$ cat config.mk
export PLATFORM = sky130hd
export DESIGN_NAME = axi_wr_line_packer
export DESIGN_NICKNAME = d
export VERILOG_FILES = /design/src/rtl/wpk_pkg.sv /design/src/rtl/wpk_line_buf.sv /design/src/rtl/wpk_ctrl.sv /design/src/rtl/axi_wr_line_packer.sv
export SDC_FILE = /design/constraint.sdc
export NUM_CORES = 1
export LEC_CHECK = 0
export BUFFER_PORTS_ARGS = -buffer_cell sky130_fd_sc_hd__buf_4
export CAP_MARGIN = 20
export CORE_ASPECT_RATIO = 0.5
export CORE_UTILIZATION = 35
export CTS_CLUSTER_DIAMETER = 50
export DETAILED_ROUTE_END_ITERATION = 12
export SLEW_MARGIN = 20
export SYNTH_ARGS = -nofsm -noshare
export SYNTH_HDL_FRONTEND = slang
export SYNTH_SLANG_ARGS = --single-unit
$ cat constraint.sdc
create_clock -name clk -period 5.67 [get_ports clk]
set_input_delay 0.2835 -clock clk [delete_from_list [all_inputs] [get_ports clk]]
set_output_delay 0.2835 -clock clk [all_outputs]
set_load 0.02 [all_outputs]
$ cat src/rtl/wpk_pkg.sv
// Package wpk_pkg
// Shared types and constants of the full-line write packer.
// Assumes AXI response and burst encodings.
package wpk_pkg;
    typedef enum logic [2:0] {
        ST_IDLE,    // waiting for a master address
        ST_FILL,    // collecting narrow beats
        ST_DECIDE,  // line complete, inspect strobes
        ST_ADDR,    // downstream address phase
        ST_DATA,    // downstream data phase
        ST_WAITB,   // waiting for slave response
        ST_RESP     // returning response to master
    } wpk_state_e;

    localparam logic [1:0] RESP_SLVERR = 2'b10;
    localparam logic [1:0] BURST_INCR  = 2'b01;
endpackage

$ cat src/rtl/wpk_line_buf.sv
// Module wpk_line_buf
// Holds one line as MST_BEATS narrow beats with their strobes.
// Reports whether every strobe bit is set, and presents wide beat rd_idx
// as RATIO consecutive narrow beats, lowest beat in the low lanes.
// Assumes each slot is written at most once between clears.
module wpk_line_buf #(
    parameter int MST_DW    = 128,
    parameter int SLV_DW    = 256,
    parameter int MST_BEATS = 4,
    localparam int MST_SW   = MST_DW / 8,
    localparam int SLV_SW   = SLV_DW / 8,
    localparam int RATIO    = SLV_DW / MST_DW,
    localparam int SLV_BEATS = MST_BEATS / RATIO,
    localparam int IDX_W    = $clog2(MST_BEATS),
    localparam int RIDX_W   = (SLV_BEATS > 1) ? $clog2(SLV_BEATS) : 1
) (
    input  logic              clk,
    input  logic              rst_n,
    input  logic              clr,
    input  logic              wr_en,
    input  logic [IDX_W-1:0]  wr_idx,
    input  logic [MST_DW-1:0] wr_data,
    input  logic [MST_SW-1:0] wr_strb,
    input  logic [RIDX_W-1:0] rd_idx,
    output logic [SLV_DW-1:0] rd_data,
    output logic [SLV_SW-1:0] rd_strb,
    output logic              line_full
);
    logic [MST_DW-1:0] dat_q [MST_BEATS];
    logic [MST_SW-1:0] stb_q [MST_BEATS];
    logic [MST_SW*MST_BEATS-1:0] stb_flat;

    // Strobe storage: cleared at reset and at line start, filled per beat.
    always_ff @(posedge clk) begin
        if (!rst_n || clr) begin
            for (int i = 0; i < MST_BEATS; i++) stb_q[i] <= '0;
        end else if (wr_en) begin
            stb_q[wr_idx] <= wr_strb;
        end
    end

    // Data storage: no reset needed, strobes qualify the content.
    always_ff @(posedge clk) begin
        if (wr_en) dat_q[wr_idx] <= wr_data;
    end

    // Flatten strobes for the completeness test.
    generate
        for (genvar g = 0; g < MST_BEATS; g++) begin : g_flat
            assign stb_flat[g*MST_SW +: MST_SW] = stb_q[g];
        end
    endgenerate
    assign line_full = &stb_flat;

    // Wide beat view: RATIO narrow slots side by side.
    always_comb begin
        for (int r = 0; r < RATIO; r++) begin
            rd_data[r*MST_DW +: MST_DW] = dat_q[IDX_W'(int'(rd_idx) * RATIO + r)];
            rd_strb[r*MST_SW +: MST_SW] = stb_q[IDX_W'(int'(rd_idx) * RATIO + r)];
        end
    end


    slot_fresh_chk: assert property (@(posedge clk) disable iff (!rst_n)
        (wr_en && !clr) |-> (stb_q[wr_idx] == '0));
endmodule

$ cat src/rtl/wpk_ctrl.sv
// Module wpk_ctrl
// Sequencer of the packer: takes one master address, counts MST_BEATS narrow
// beats, decides on strobe completeness, runs the downstream burst and
// returns the response. Assumes one outstanding transaction.
module wpk_ctrl
    import wpk_pkg::*;
#(
    parameter int MST_BEATS = 4,
    parameter int SLV_BEATS = 2,
    localparam int IDX_W    = $clog2(MST_BEATS),
    localparam int RIDX_W   = (SLV_BEATS > 1) ? $clog2(SLV_BEATS) : 1
) (
    input  logic              clk,
    input  logic              rst_n,
    input  logic              m_awvalid,
    output logic              m_awready,
    input  logic              m_wvalid,
    output logic              m_wready,
    output logic              m_bvalid,
    input  logic              m_bready,
    output logic [1:0]        m_bresp,
    input  logic              line_full,
    output logic              buf_clr,
    output logic              buf_wr_en,
    output logic [IDX_W-1:0]  buf_wr_idx,
    output logic [RIDX_W-1:0] buf_rd_idx,
    output logic              addr_load,
    output logic              s_awvalid,
    input  logic              s_awready,
    output logic              s_wvalid,
    input  logic              s_wready,
    output logic              s_wlast,
    input  logic              s_bvalid,
    output logic              s_bready,
    input  logic [1:0]        s_bresp
);
    wpk_state_e        state_q, state_d;
    logic [IDX_W-1:0]  wcnt_q;
    logic [RIDX_W-1:0] rcnt_q;
    logic [1:0]        resp_q;
    logic              last_narrow, last_wide;

    assign last_narrow = (wcnt_q == IDX_W'(MST_BEATS - 1));
    assign last_wide   = (rcnt_q == RIDX_W'(SLV_BEATS - 1));

    // Handshake outputs decoded from the state.
    assign m_awready  = (state_q == ST_IDLE);
    assign m_wready   = (state_q == ST_FILL);
    assign s_awvalid  = (state_q == ST_ADDR);
    assign s_wvalid   = (state_q == ST_DATA);
    assign s_bready   = (state_q == ST_WAITB);
    assign m_bvalid   = (state_q == ST_RESP);
    assign s_wlast    = s_wvalid && last_wide;
    assign m_bresp    = resp_q;
    assign addr_load  = m_awvalid && m_awready;
    assign buf_clr    = addr_load;
    assign buf_wr_en  = m_wvalid && m_wready;
    assign buf_wr_idx = wcnt_q;
    assign buf_rd_idx = rcnt_q;

    // Next-state selection.
    always_comb begin
        state_d = state_q;
        unique case (state_q)
            ST_IDLE:   if (m_awvalid) state_d = ST_FILL;
            ST_FILL:   if (m_wvalid && last_narrow) state_d = ST_DECIDE;
            ST_DECIDE: state_d = line_full ? ST_ADDR : ST_RESP;
            ST_ADDR:   if (s_awready) state_d = ST_DATA;
            ST_DATA:   if (s_wready && last_wide) state_d = ST_WAITB;
            ST_WAITB:  if (s_bvalid) state_d = ST_RESP;
            ST_RESP:   if (m_bready) state_d = ST_IDLE;
            default:   state_d = ST_IDLE;
        endcase
    end

    // State register.
    always_ff @(posedge clk) begin
        if (!rst_n) state_q <= ST_IDLE;
        else        state_q <= state_d;
    end

    // Narrow beat counter, advanced only on accepted beats.
    always_ff @(posedge clk) begin
        if (!rst_n || addr_load)  wcnt_q <= '0;
        else if (buf_wr_en)       wcnt_q <= wcnt_q + 1'b1;
    end

    // Wide beat counter for the downstream burst.
    always_ff @(posedge clk) begin
        if (!rst_n || (s_awvalid && s_awready)) rcnt_q <= '0;
        else if (s_wvalid && s_wready)          rcnt_q <= rcnt_q + 1'b1;
    end

    // Response register: error on short line, else copy of slave code.
    always_ff @(posedge clk) begin
        if (!rst_n)                                resp_q <= 2'b00;
        else if (state_q == ST_DECIDE && !line_full) resp_q <= RESP_SLVERR;
        else if (s_bvalid && s_bready)             resp_q <= s_bresp;
    end


    mresp_hold_chk: assert property (@(posedge clk) disable iff (!rst_n)
        (m_bvalid && !m_bready) |=> (m_bvalid && $stable(m_bresp)));

    mresp_copy_chk: assert property (@(posedge clk) disable iff (!rst_n)
        (s_bvalid && s_bready) |=> (m_bvalid && m_bresp == $past(s_bresp)));

    wready_block_chk: assert property (@(posedge clk) disable iff (!rst_n)
        (m_wvalid && m_wready && last_narrow) |=> (!m_wready && !m_awready));
endmodule

$ cat src/rtl/axi_wr_line_packer.sv
// Module axi_wr_line_packer
// Collects a full line of narrow AXI write beats, then issues it as one
// full-width, fully strobed downstream burst; short lines are answered
// with SLVERR and never reach the slave. Assumes single ID, one burst of
// MST_BEATS narrow beats per master address, one transaction at a time.
module axi_wr_line_packer
    import wpk_pkg::*;
#(
    parameter int ADDR_W         = 32,
    parameter int MST_DW         = 128,
    parameter int SLV_DW         = 256,
    parameter int LINE_SLV_BEATS = 2,
    localparam int MST_SW     = MST_DW / 8,
    localparam int SLV_SW     = SLV_DW / 8,
    localparam int RATIO      = SLV_DW / MST_DW,
    localparam int MST_BEATS  = LINE_SLV_BEATS * RATIO,
    localparam int LINE_BYTES = SLV_SW * LINE_SLV_BEATS,
    localparam int IDX_W      = $clog2(MST_BEATS),
    localparam int RIDX_W     = (LINE_SLV_BEATS > 1) ? $clog2(LINE_SLV_BEATS) : 1
) (
    input  logic              clk,
    input  logic              rst_n,
    input  logic [ADDR_W-1:0] m_awaddr,
    input  logic              m_awvalid,
    output logic              m_awready,
    input  logic [MST_DW-1:0] m_wdata,
    input  logic [MST_SW-1:0] m_wstrb,
    input  logic              m_wvalid,
    output logic              m_wready,
    output logic [1:0]        m_bresp,
    output logic              m_bvalid,
    input  logic              m_bready,
    output logic [ADDR_W-1:0] s_awaddr,
    output logic [7:0]        s_awlen,
    output logic [2:0]        s_awsize,
    output logic [1:0]        s_awburst,
    output logic              s_awvalid,
    input  logic              s_awready,
    output logic [SLV_DW-1:0] s_wdata,
    output logic [SLV_SW-1:0] s_wstrb,
    output logic              s_wlast,
    output logic              s_wvalid,
    input  logic              s_wready,
    input  logic [1:0]        s_bresp,
    input  logic              s_bvalid,
    output logic              s_bready
);
    localparam logic [ADDR_W-1:0] LINE_MASK = ~ADDR_W'(LINE_BYTES - 1);

    logic              buf_clr, buf_wr_en, addr_load, line_full;
    logic [IDX_W-1:0]  buf_wr_idx;
    logic [RIDX_W-1:0] buf_rd_idx;
    logic [ADDR_W-1:0] addr_q;

    // Line-aligned address capture on master address acceptance.
    always_ff @(posedge clk) begin
        if (!rst_n)         addr_q <= '0;
        else if (addr_load) addr_q <= m_awaddr & LINE_MASK;
    end

    assign s_awaddr  = addr_q;
    assign s_awlen   = 8'(LINE_SLV_BEATS - 1);
    assign s_awsize  = 3'($clog2(SLV_SW));
    assign s_awburst = BURST_INCR;

    wpk_line_buf #(
        .MST_DW(MST_DW), .SLV_DW(SLV_DW), .MST_BEATS(MST_BEATS)
    ) u_buf (
        .clk(clk), .rst_n(rst_n), .clr(buf_clr),
        .wr_en(buf_wr_en), .wr_idx(buf_wr_idx),
        .wr_data(m_wdata), .wr_strb(m_wstrb),
        .rd_idx(buf_rd_idx), .rd_data(s_wdata), .rd_strb(s_wstrb),
        .line_full(line_full)
    );

    wpk_ctrl #(
        .MST_BEATS(MST_BEATS), .SLV_BEATS(LINE_SLV_BEATS)
    ) u_ctrl (
        .clk(clk), .rst_n(rst_n),
        .m_awvalid(m_awvalid), .m_awready(m_awready),
        .m_wvalid(m_wvalid), .m_wready(m_wready),
        .m_bvalid(m_bvalid), .m_bready(m_bready), .m_bresp(m_bresp),
        .line_full(line_full), .buf_clr(buf_clr),
        .buf_wr_en(buf_wr_en), .buf_wr_idx(buf_wr_idx),
        .buf_rd_idx(buf_rd_idx), .addr_load(addr_load),
        .s_awvalid(s_awvalid), .s_awready(s_awready),
        .s_wvalid(s_wvalid), .s_wready(s_wready), .s_wlast(s_wlast),
        .s_bvalid(s_bvalid), .s_bready(s_bready), .s_bresp(s_bresp)
    );


    issue_full_chk: assert property (@(posedge clk) disable iff (!rst_n)
        s_awvalid |-> line_full);

    wide_strb_chk: assert property (@(posedge clk) disable iff (!rst_n)
        s_wvalid |-> (&s_wstrb));

    aw_stall_chk: assert property (@(posedge clk) disable iff (!rst_n)
        (s_awvalid && !s_awready) |=> (s_awvalid && $stable(s_awaddr)));

    w_stall_chk: assert property (@(posedge clk) disable iff (!rst_n)
        (s_wvalid && !s_wready) |=> (s_wvalid && $stable(s_wdata) && $stable(s_wlast)));

    err_quiet_chk: assert property (@(posedge clk) disable iff (!rst_n)
        (m_bvalid && m_bresp == RESP_SLVERR && !$past(s_bvalid)) |-> (!s_awvalid && !s_wvalid));
endmodule

==> results.sh <==
export IMPL_layout_nets=2086
export IMPL_grt_pass1_vias=13170
export IMPL_synth_common_cells="576 x edfxtp_1, 289 x mux2_2, 61 x and2_1"
export IMPL_maxSlewViolCount=0
export IMPL_synth_most_common_cell="edfxtp_1"
export IMPL_final_util_pct=48.22
export IMPL_diodes=0
export IMPL_grt_setup_unrepaired="no"
export IMPL_grt_remaining_overflow=0
export IMPL_wl_per_cell_um=20.75
export IMPL_io_buffers=502
export IMPL_finalNonFillerCells=2827
export IMPL_hold_buffers=172
export IMPL_critical_path_startpoint="u_ctrl.state_q[0]"
export IMPL_period_share_pct=50.05
export IMPL_cts_tree="done"
export IMPL_remaining_drc_errors=0
export IMPL_cp_data_required_time_ps=5890
export IMPL_synthDistinctLibCells=44
export IMPL_clk_latency_ps=600
export IMPL_grt_pass1_wl_mm=82.86
export IMPL_totalWireLength_mm=58.67
export IMPL_synth_edf_count=576
export IMPL_peakVddDrop_uv=216.4
export IMPL_antenna_found_initial=0
export IMPL_finClkSkew_ps=22.95
export IMPL_end_kind="flop"
export IMPL_ys_seq_area_share_pct=78.00
export IMPL_coreArea_um2=65070
export IMPL_crit_path_top_delay_cell="and3_4"
export IMPL_crit_fanout=71
export IMPL_yosysTopAreaCell="edfxtp_1"
export IMPL_row_count=66
export IMPL_max_freq_mhz=352.4
export IMPL_rr_endpoint="u_buf.dat_q[3][68]"
export IMPL_drt_first_pass_iters=5
export IMPL_syn_to_final_growth_pct=35.98
export IMPL_placed_area_um2=27750
export IMPL_cp_cell_sequence="nor2b_1 > and2_1 > and3_4 > buf_12"
export IMPL_r2r_start="u_ctrl.state_q[0]"
export IMPL_syn_cell_area_um2=23070
export IMPL_tns_ps=0
export IMPL_fp_dieW_um=365.1
export IMPL_power_leakage_nw=11.36
export IMPL_cp_start_kind="flop"
export IMPL_synthArstFlopShare_pct=0
export IMPL_antenna_left=0
export IMPL_vias=13070
export IMPL_gp_congestion=0.7715
export IMPL_dp_hpwl_mm=37.15
export IMPL_postCtsSetupBuffers=0
export IMPL_cts_buffers=58
export IMPL_crit_arrival_ps=3060
export IMPL_die_area_um2=67020
export IMPL_hold_path_class="in2reg"
export IMPL_drt_iter0_drc=730
export IMPL_min_to="u_ctrl.m_bresp[0]"
export IMPL_ctsResizeCount=0
export IMPL_rrSetupSlack_ps=2830
export IMPL_track_usage_pct=16.64
export IMPL_postSynthAreaPerCell_um2=19.08
export IMPL_clkSinkCount=611
export IMPL_power_density_nw_per_um2=304.5
export IMPL_syn_instance_count=1209
export IMPL_crit_type="reg2reg"
export IMPL_yosys_top_cells_area="edfxtp_1 75%, mux2_2 14%, dfxtp_1 3.0%, and2_1 1.7%, nand2_1 0.98%"
export IMPL_relSlewSlack_pct=30.83
export IMPL_hold_viol=0
export IMPL_period_minus_slack_ps=2838
export IMPL_grt_max_degree=139
export IMPL_dp_cells=2548
export IMPL_status="finished, final reports clean"
export IMPL_pin_count=528
export IMPL_rr_worst_depth=4
export IMPL_ys_ff_latch=611
export IMPL_clk_pin_slew_ps=60
export IMPL_tightest_slew_ps=1036
export IMPL_hold_depth=3
export IMPL_synth_top_area_share_pct=74.96
export IMPL_min_from="s_bresp[0]"
export IMPL_postLayoutCellArea_um2=31380
export IMPL_cap_violations=0
export IMPL_cts_buffer_depth=3
export IMPL_setup_viol=0
export IMPL_die_h_um=183.6
export IMPL_via_per_inst=4.622
export IMPL_initial_utilization_pct=35.46
export IMPL_cts_root_buffer="clkbuf_16"
export IMPL_ys_warn_count=0
export IMPL_worst_path_largest_cell_delay_ps=810
export IMPL_drive_above_1_share_pct=46.53
export IMPL_synthFlopType="edfxtp_1"
export IMPL_htreeDepth=2
## sequential cells by signal, summed over array words and instances (netlist names), named ones only
name               flops
u_ctrl.buf_wr_idx      2
u_buf.stb_q           64
u_ctrl.buf_rd_idx      1
u_ctrl.state_q         3
s_awaddr              26
u_buf.dat_q          512
u_ctrl.m_bresp         2
## layout make-up
| cell class | count | area (µm²) |
|---|---|---|
| multi-input cells | 541 | 4737 |
| repair buffers | 680 | 5610 |
| well taps | 884 | 1106 |
| clock buffers | 78 | 1600 |
| flip-flops and latches | 611 | 18000 |
| inverters | 4 | 15.01 |
| fillers | 5546 | 33700 |
| clock inverters | 29 | 301.5 |
## metrics by stage
step                power, W  hold slack, ps  setup slack [ps]
detailed placement  0.005656           450.0              2838
CTS                 0.009657           5.740              2804
finish              0.009555           46.18              2832
global route        0.009870           23.84              2655
floorplan           0.005374           382.4              1023
global placement    0.005645           443.8              2860
## worst max-delay path by stage
stage	endpoint	slack (ps)	cells past startpoint
6_report	u_buf.dat_q[3][68]	2830	4
5_1_grt	u_buf.stb_q[2][8]	2650	4
4_1_cts	u_buf.stb_q[0][15]	2800	4
3_5_place_dp	u_buf.stb_q[0][15]	2840	4
3_3_place_gp	u_buf.stb_q[0][15]	2860	4
2_1_floorplan	u_buf.dat_q[3][0]	1020	4
## cell families (layout without fill, tap and decap cells)
logic type / after synthesis / after routing / share of synthesized area (%)
flip-flops: 611 / 611 / 78.00
multiplexers: 290 / 290 / 14.15
AND/OR/NAND/NOR: 185 / 185 / 4.685
buffers and inverters: 74 / 791 / 1.800
AO/OA/AOI/OAI: 41 / 41 / 1.041
adder cells (fa/ha/maj): 4 / 4 / 0.2169
other: 2 / 19 / 0.03255
XOR/XNOR: 2 / 2 / 0.07593
## cell usage in the layout (no fill, tap or decap), drive strengths merged, types with 2 or more instances in the layout
master,Yosys,routed
a2111oi,3,3
a21oi,29,29
and2,71,71
and3,4,4
buf,45,508
bufinv,0,6
clkbuf,25,78
clkinv,0,18
conb,2,19
dfxtp,35,35
dlygate4sd3,0,172
edfxtp,576,576
ha,4,4
inv,4,8
mux2,289,289
nand2,60,60
nand3,3,3
nand3b,3,3
nand4,17,17
nor2,6,6
nor2b,2,2
nor3,4,4
nor3b,2,2
nor4,5,5
o22ai,2,2
or2,3,3
xnor2,2,2
## worst max-delay path, delay by kind of cell, from the launching register on
| kind | cells | cell delay, ps |
|---|---|---|
| flip-flops | 1 | 600 |
| AND/OR/NAND/NOR | 3 | 1290 |
| buffers and inverters | 1 | 430 |
## report_power, final
part	internal [W]	leakage (nW)	switching, W
Clock	0.00225	0.927	0.00164
Combinational	0.000291	4.82	0.000312
Sequential	0.00502	5.62	0.0000324
## metal layers
metal	vias to the layer above	GRT usage (%)	part of all wire, %
li1	5996	-	-
met1	6654	17.56	35
met2	280	32.14	57
met3	137	2.848	3.3
met4	0	7.548	4.8
met5	-	0	0
Power figures use the tool's default switching activity.
